### src/rtl/sysc_pkg.sv
// Package: offsets, region indices and bit positions shared by the
// system exception control register block.
package sysc_pkg;
    localparam int ADDR_W = 12;
    localparam int DATA_W = 32;
    localparam int IRQ_W  = 9;

    // Register regions, one hit line each
    localparam int RG_CTYPE  = 0;
    localparam int RG_ICS    = 1;
    localparam int RG_VBASE  = 2;
    localparam int RG_RSTCTL = 3;
    localparam int RG_HSTAT  = 4;
    localparam int RG_SWTRIG = 5;
    localparam int RG_N      = 6;

    // System exception lanes
    localparam int SX_NMI  = 0;
    localparam int SX_PSV  = 1;
    localparam int SX_TICK = 2;
    localparam int SX_N    = 3;

    localparam int ICS_VEC_LSB = 12;
    localparam logic [15:0] RST_KEY = 16'h05FA;
    localparam int RST_REQ_BIT = 2;
    localparam logic [DATA_W-1:0] VBASE_MASK = 32'hFFFF_FF80;
    localparam int HACT_N  = 7;
    localparam int FPEND_N = 4;
    localparam int FEN_N   = 3;
    localparam int FEN_LSB = 16;

    function automatic logic [ADDR_W-1:0] region_ofs(int i);
        case (i)
            RG_CTYPE:  return 12'h004;
            RG_ICS:    return 12'hD04;
            RG_VBASE:  return 12'hD08;
            RG_RSTCTL: return 12'hD0C;
            RG_HSTAT:  return 12'hD24;
            default:   return 12'hF00;
        endcase
    endfunction

    // Bit in the control/state word that raises each exception
    function automatic int set_pos(int i);
        case (i)
            SX_NMI:  return 31;
            SX_PSV:  return 28;
            default: return 26;
        endcase
    endfunction

    // Bit that withdraws each exception (NMI has none)
    function automatic int clr_pos(int i);
        case (i)
            SX_PSV:  return 27;
            default: return 25;
        endcase
    endfunction

    function automatic int act_pos(int i);
        case (i)
            0: return 0;
            1: return 1;
            2: return 3;
            3: return 7;
            4: return 8;
            5: return 10;
            default: return 11;
        endcase
    endfunction

    function automatic int fpend_pos(int i);
        case (i)
            0: return 13;
            1: return 14;
            2: return 12;
            default: return 15;
        endcase
    endfunction
endpackage

### src/rtl/sysc_decode.sv
// Address decoder: one hit line per register region.
// Assumes exact word offsets; any other offset hits nothing.
module sysc_decode
    import sysc_pkg::*;
(
    input  logic [ADDR_W-1:0] addr,
    output logic [RG_N-1:0]   hit
);
    for (genvar g = 0; g < RG_N; g++) begin : g_hit
        // compare offset against this region
        assign hit[g] = (addr == region_ofs(g));
    end
endmodule

### src/rtl/sysc_pend_ctl.sv
// Pending control: turns writes to the control/state word and to the
// software trigger into registered one-cycle pulses for the arbiter.
// Assumes write strobes last one cycle per bus access.
module sysc_pend_ctl
    import sysc_pkg::*;
#(
    parameter int NUM_IRQ = 64
) (
    input  logic              clk,
    input  logic              rst_n,
    input  logic              ics_wr,
    input  logic              trig_wr,
    input  logic [DATA_W-1:0] wdata,
    output logic [SX_N-1:0]   set_o,
    output logic [SX_N-1:0]   clr_o,
    output logic              ext_vld_o,
    output logic [IRQ_W-1:0]  ext_num_o
);
    localparam logic [IRQ_W:0] LIMIT = (IRQ_W+1)'(NUM_IRQ);

    logic [SX_N-1:0] set_d, clr_d;
    logic [IRQ_W-1:0] num_d;

    for (genvar g = 0; g < SX_N; g++) begin : g_lane
        if (g == SX_NMI) begin : g_noclr
            assign clr_d[g] = 1'b0;
        end else begin : g_clr
            assign clr_d[g] = ics_wr & wdata[clr_pos(g)] & ~wdata[set_pos(g)];
        end
        assign set_d[g] = ics_wr & wdata[set_pos(g)];
    end

    assign num_d = wdata[IRQ_W-1:0];

    // register the pending pulses
    always_ff @(posedge clk) begin
        if (!rst_n) begin
            set_o <= '0;
            clr_o <= '0;
        end else begin
            set_o <= set_d;
            clr_o <= clr_d;
        end
    end

    // register the software trigger pulse and number
    always_ff @(posedge clk) begin
        if (!rst_n) begin
            ext_vld_o <= 1'b0;
            ext_num_o <= '0;
        end else begin
            ext_vld_o <= trig_wr && ({1'b0, num_d} < LIMIT);
            ext_num_o <= num_d;
        end
    end

    assert_set_clr_excl_R4: assert property (@(posedge clk) disable iff (!rst_n)
        (set_o & clr_o) == '0);
    assert_set_from_write_R1: assert property (@(posedge clk) disable iff (!rst_n)
        (|set_o) |-> $past(ics_wr));
    assert_clr_from_write_R2: assert property (@(posedge clk) disable iff (!rst_n)
        (|clr_o) |-> $past(ics_wr));
    assert_trig_in_range_R10: assert property (@(posedge clk) disable iff (!rst_n)
        ext_vld_o |-> ({1'b0, ext_num_o} < LIMIT));
    assert_trig_from_write_R10: assert property (@(posedge clk) disable iff (!rst_n)
        ext_vld_o |-> $past(trig_wr));
endmodule

### src/rtl/sysc_cfg_regs.sv
// Configuration state: vector table base, fault enables and the keyed
// reset request pulse. Assumes write strobes are already decoded.
module sysc_cfg_regs
    import sysc_pkg::*;
(
    input  logic              clk,
    input  logic              rst_n,
    input  logic              vbase_wr,
    input  logic              rstctl_wr,
    input  logic              hstat_wr,
    input  logic [DATA_W-1:0] wdata,
    output logic [DATA_W-1:0] vbase_o,
    output logic [FEN_N-1:0]  fen_o,
    output logic              rst_req_o
);
    logic key_ok;
    assign key_ok = (wdata[DATA_W-1:16] == RST_KEY);

    // vector base holds the aligned table address
    always_ff @(posedge clk) begin
        if (!rst_n)        vbase_o <= '0;
        else if (vbase_wr) vbase_o <= wdata & VBASE_MASK;
    end

    // fault enables from the handler status write
    always_ff @(posedge clk) begin
        if (!rst_n)        fen_o <= '0;
        else if (hstat_wr) fen_o <= wdata[FEN_LSB +: FEN_N];
    end

    // reset request pulse on a keyed write
    always_ff @(posedge clk) begin
        if (!rst_n) rst_req_o <= 1'b0;
        else        rst_req_o <= rstctl_wr & key_ok & wdata[RST_REQ_BIT];
    end

    assert_vbase_aligned_R6: assert property (@(posedge clk) disable iff (!rst_n)
        vbase_o[6:0] == '0);
    assert_fen_hold_R9: assert property (@(posedge clk) disable iff (!rst_n)
        !$past(hstat_wr) |-> $stable(fen_o));
    assert_rst_keyed_R7: assert property (@(posedge clk) disable iff (!rst_n)
        rst_req_o |-> $past(rstctl_wr && wdata[DATA_W-1:16] == RST_KEY));
endmodule

### src/rtl/sysc_regs.sv
// Top: system exception control registers. Decodes the bus, forwards
// writes to the pending and configuration units, and muxes read data.
// Assumes the external arbiter owns all pending/active state.
module sysc_regs
    import sysc_pkg::*;
#(
    parameter int NUM_IRQ = 64
) (
    input  logic              clk,
    input  logic              rst_n,
    input  logic              bus_sel,
    input  logic              bus_wr,
    input  logic [11:0]       bus_addr,
    input  logic [31:0]       bus_wdata,
    output logic [31:0]       bus_rdata,
    input  logic [2:0]        sx_pend_i,
    input  logic [8:0]        hi_vec_i,
    input  logic              hi_vld_i,
    input  logic [6:0]        h_act_i,
    input  logic [3:0]        f_pend_i,
    output logic [2:0]        sx_set_o,
    output logic [2:0]        sx_clr_o,
    output logic              ext_vld_o,
    output logic [8:0]        ext_num_o,
    output logic [31:0]       vbase_o,
    output logic [2:0]        fen_o,
    output logic              rst_req_o
);
    localparam logic [DATA_W-1:0] CTYPE_VAL = DATA_W'(NUM_IRQ / 32 - 1);

    logic [RG_N-1:0] hit;
    logic [RG_N-1:0] wr_hit;
    logic [DATA_W-1:0] ics_rd, hstat_rd;

    sysc_decode u_dec (.addr(bus_addr), .hit(hit));

    assign wr_hit = hit & {RG_N{bus_sel & bus_wr}};

    sysc_pend_ctl #(.NUM_IRQ(NUM_IRQ)) u_pend (
        .clk(clk), .rst_n(rst_n),
        .ics_wr(wr_hit[RG_ICS]), .trig_wr(wr_hit[RG_SWTRIG]),
        .wdata(bus_wdata),
        .set_o(sx_set_o), .clr_o(sx_clr_o),
        .ext_vld_o(ext_vld_o), .ext_num_o(ext_num_o)
    );

    sysc_cfg_regs u_cfg (
        .clk(clk), .rst_n(rst_n),
        .vbase_wr(wr_hit[RG_VBASE]), .rstctl_wr(wr_hit[RG_RSTCTL]),
        .hstat_wr(wr_hit[RG_HSTAT]), .wdata(bus_wdata),
        .vbase_o(vbase_o), .fen_o(fen_o), .rst_req_o(rst_req_o)
    );

    // pack the control/state read word
    always_comb begin
        ics_rd = '0;
        for (int i = 0; i < SX_N; i++) ics_rd[set_pos(i)] = sx_pend_i[i];
        if (hi_vld_i) ics_rd[ICS_VEC_LSB +: IRQ_W] = hi_vec_i;
    end

    // pack the handler status read word
    always_comb begin
        hstat_rd = '0;
        for (int i = 0; i < HACT_N; i++)  hstat_rd[act_pos(i)]   = h_act_i[i];
        for (int i = 0; i < FPEND_N; i++) hstat_rd[fpend_pos(i)] = f_pend_i[i];
        hstat_rd[FEN_LSB +: FEN_N] = fen_o;
    end

    // select read data by region
    always_comb begin
        bus_rdata = '0;
        if (bus_sel && !bus_wr) begin
            unique case (1'b1)
                hit[RG_CTYPE]: bus_rdata = CTYPE_VAL;
                hit[RG_ICS]:   bus_rdata = ics_rd;
                hit[RG_VBASE]: bus_rdata = vbase_o;
                hit[RG_HSTAT]: bus_rdata = hstat_rd;
                default:       bus_rdata = '0;
            endcase
        end
    end

    assert_decode_onehot_R11: assert property (@(posedge clk) disable iff (!rst_n)
        $onehot0(hit));
    assert_idle_read_zero_R11: assert property (@(posedge clk) disable iff (!rst_n)
        !bus_sel |-> bus_rdata == '0);
endmodule

### config.mk
export PLATFORM = sky130hd
export DESIGN_NAME = sysc_regs
export DESIGN_NICKNAME = d
export VERILOG_FILES = /design/src/rtl/sysc_pkg.sv /design/src/rtl/sysc_decode.sv /design/src/rtl/sysc_pend_ctl.sv /design/src/rtl/sysc_cfg_regs.sv /design/src/rtl/sysc_regs.sv
export SDC_FILE = /design/constraint.sdc
export NUM_CORES = 1
export LEC_CHECK = 0
export CORE_MARGIN = 2
export CORE_UTILIZATION = 39
export CTS_BUF_LIST = sky130_fd_sc_hd__clkbuf_2
export CTS_CLUSTER_SIZE = 14
export DETAILED_ROUTE_END_ITERATION = 10
export GPL_TIMING_DRIVEN = 1
export PLACE_DENSITY_LB_ADDON = 0.3
export SLEW_MARGIN = 5
export SYNTH_ARGS = -nofsm -noshare
export SYNTH_HDL_FRONTEND = slang
export SYNTH_SLANG_ARGS = --single-unit
### constraint.sdc
create_clock -name clk -period 4.25 [get_ports clk]
set_clock_uncertainty 0.1 [all_clocks]
set_input_delay 0.6375 -clock clk [delete_from_list [all_inputs] [get_ports clk]]
set_output_delay 0.6375 -clock clk [all_outputs]
set_load 0.005 [all_outputs]
==> results_dict.tcl, run 1 <==
set metrics [dict create \
    synth_seq_cells 44 \
    chipHeight_um 79.0 \
    io_pins 156 \
    drive_gt1_share_pct 6.30 \
    setup_tns_ns 0 \
    yosysTopAreaCell "dfxtp_1" \
    portBuffers 143 \
    cp.required_ns 3.51 \
    run_status "finished clean" \
    ant_nets 0 \
    layout.cells.non_filler 453 \
    drc 0 \
    row_count 27 \
    path_max_fanout 8 \
    cts_tree "built" \
    setup_slack_ns 0.337 \
    placed_cell_area_mm2 0.00364 \
    dieArea_mm2 0.00625 \
    die_width_um 79.0 \
    synth.yosys.seq_area_share_pct 40.1 \
    total_power_mw 0.792 \
    endpoint_kind "output port" \
    ys_types 35 \
    slew_viol_final 0 \
    antenna_found_initial 0 \
    via_per_inst 5.00 \
    core_area_mm2 0.00547 \
    fmax_mhz 256 \
    worst_pin_slew_ns 0.849 \
    power_density_mw_per_mm2 213 \
    worstPathArrival_ns 3.18 \
    clkLatencyLatePin_ns 0.42 \
    start_util_pct 40.1 \
    diodes 0 \
    ys_top_cells_by_area "dfxtp_1, mux2i_1, nand2_1" \
    grt_max_degree 61 \
    grt_usage_pct 22.0 \
    finalHoldViolations 0 \
    gp_routability_congestion 0.808 \
    maxCapViolCount 0 \
    cts_buffers 5 \
    grt_overflow 0 \
    syn_avg_cell_area_um2 9.19 \
    vias 2265 \
    syn_inst 239 \
    drtIter0Drc 100 \
    p_leak_nw 1.34 \
    slew_headroom_pct 42.6 \
    wirelength_mm 7.07 \
    fin_crit_sh_pct 92.1 \
    finalSetupViolCount 0 \
    ir_drop_v 0.000112 \
    finalCoreUtilization_pct 67.8 \
    hp-class "register to register" \
    cts_setup_buffers 0 \
    path_class "input port to output port" \
    fin_hold_ws_ns 0.380 \
    routedWlPerCell_um 15.6 \
    clk_pin_slew_worst_paths_ns 0.23 \
    htreeDepth 2 \
    dp_hpwl_mm 5.41 \
    post_cts_resized 0 \
    cts_buffer_depth 2 \
    placed_cells 445 \
    layout_min_cycle_time_ns 3.91 \
    synth_top_area_share_pct 40.1 \
    dp_slack_ns 0.362 \
    rsz0062_at_grt "false" \
    syn_to_final_growth_pct 69.1 \
    postCtsHoldBufs 0 \
    grt_pass1_vias 2142 \
    firstDrtPassIters 4 \
    nets 452 \
    design_area_mm2 0.00371 \
    crit_path_start_kind "input port" \
    cts_sinks 44 \
    grt_pass1_wl_mm 10.6 \
    root_buffer "clkbuf_2" \
    syn_area_mm2 0.00220 \
    synth_warnings 0 \
]
==> where the power goes <==
group / switching (mW) / internal [mW]
logic: 0.0462 / 0.0773
clock network: 0.147 / 0.102
registers: 0.00107 / 0.418
total: 0.194 / 0.597
==> registers in the layout (all words and copies together), names as in the netlist <==
| name | cells |
|---|---|
| u_cfg.rst_req_o | 1 |
| u_pend.set_o | 3 |
| u_pend.ext_vld_o | 1 |
| u_cfg.fen_o | 3 |
| u_cfg.vbase_o | 25 |
| u_pend.ext_num_o | 9 |
| u_pend.clr_o | 2 |
==> area by class of cell <==
type	count	area (µm²)
inverters	3	11.3
flip-flops and latches	44	881
multi-input cells	174	1160
clock inverters	3	47.5
repair buffers	152	1490
well taps	72	90.1
clock buffers	5	25.0
fillers	463	1760
==> synthesized netlist by cell type (all sizes together) <==
| library cell | count |
|---|---|
| nand2 | 55 |
| dfxtp | 44 |
| mux2i | 28 |
| and2 | 19 |
| buf | 19 |
| clkbuf | 10 |
| a32o | 8 |
| o2bb2ai | 8 |
| a22oi | 7 |
| nor4 | 7 |
| nand3 | 4 |
| inv | 3 |
| nor4b | 3 |
| or4 | 3 |
| and3 | 2 |
| and3b | 2 |
| nand4 | 2 |
| nor2b | 2 |
| nor3 | 2 |
| or4b | 2 |
| a2bb2oi | 1 |
| and4 | 1 |
| and4b | 1 |
| conb | 1 |
| nand2b | 1 |
| nand4b | 1 |
| nor3b | 1 |
| nor4bb | 1 |
| or2 | 1 |
==> metal layers <==
| metal | global-route usage (%) | routed length, µm | vias up | share of wire, % |
|---|---|---|---|---|
| met5 | 0 | 0 | - | 0 |
| met4 | 5.86 | 103 | 0 | 1.5 |
| met3 | 6.25 | 543 | 9 | 7.7 |
| met2 | 38.9 | 3490 | 103 | 49 |
| met1 | 25.9 | 2930 | 1052 | 41 |
| li1 | - | - | 1101 | - |
==> worst max-delay path, stage by stage <==
cell and delay, ns:
clkdlybuf4s50_1 0.48, or4b_1 0.66, or4_1 0.63, o2bb2ai_1 0.24
clkdlybuf4s50_1 0.53
==> cell families (layout without fill, tap and decap cells) <==
| group | after synthesis | count (layout) | share of synthesized area (%) |
|---|---|---|---|
| DFF | 44 | 44 | 40.1 |
| buffers and inverters | 32 | 163 | 8.77 |
| AOI/OAI and AO/OA | 24 | 24 | 9.63 |
| other | 1 | 12 | 0.171 |
| muxes | 28 | 28 | 12.8 |
| and+or+nand+nor | 110 | 110 | 28.5 |
==> cell usage in the layout, fill, tap and decap left out <==
cell / instances
a22oi_1: 7
a2bb2oi_1: 1
a32o_1: 8
and2_1: 19
and3_1: 2
and3b_1: 2
and4_1: 1
and4b_1: 1
buf_2: 1
buf_4: 9
bufinv_16: 1
clkbuf_2: 5
clkdlybuf4s50_1: 142
clkinv_4: 2
conb_1: 12
dfxtp_1: 44
inv_1: 3
mux2i_1: 28
nand2_1: 55
nand2b_1: 1
nand3_1: 4
nand4_1: 2
nand4b_1: 1
nor2b_1: 2
nor3_1: 2
nor3b_1: 1
nor4_1: 3
nor4_2: 2
nor4_4: 2
nor4b_1: 3
nor4bb_1: 1
o2bb2ai_1: 8
or2_2: 1
or4_1: 3
or4b_1: 1
or4b_4: 1
==> path summary, 6_finish.rpt <==
| kind | start | endpoint | slack, ns | cells after the start |
|---|---|---|---|---|
| max | bus_addr[3] | bus_rdata[17] | 0.34 | 5 |
| max reg2reg | u_cfg.vbase_o[29] | u_cfg.vbase_o[29] | 3.46 | 2 |
| min | u_cfg.vbase_o[24] | u_cfg.vbase_o[24] | 0.38 | 2 |
| min reg2reg | u_cfg.vbase_o[24] | u_cfg.vbase_o[24] | 0.38 | 2 |
Power figures use the tool's default switching activity.
==> run 2, diff against run 1 <==
SKIP_CTS_REPAIR_TIMING = 1   (was default)
==> results of run 2 <==
The final DEF is identical to that of run 1; final timing and power are the same.
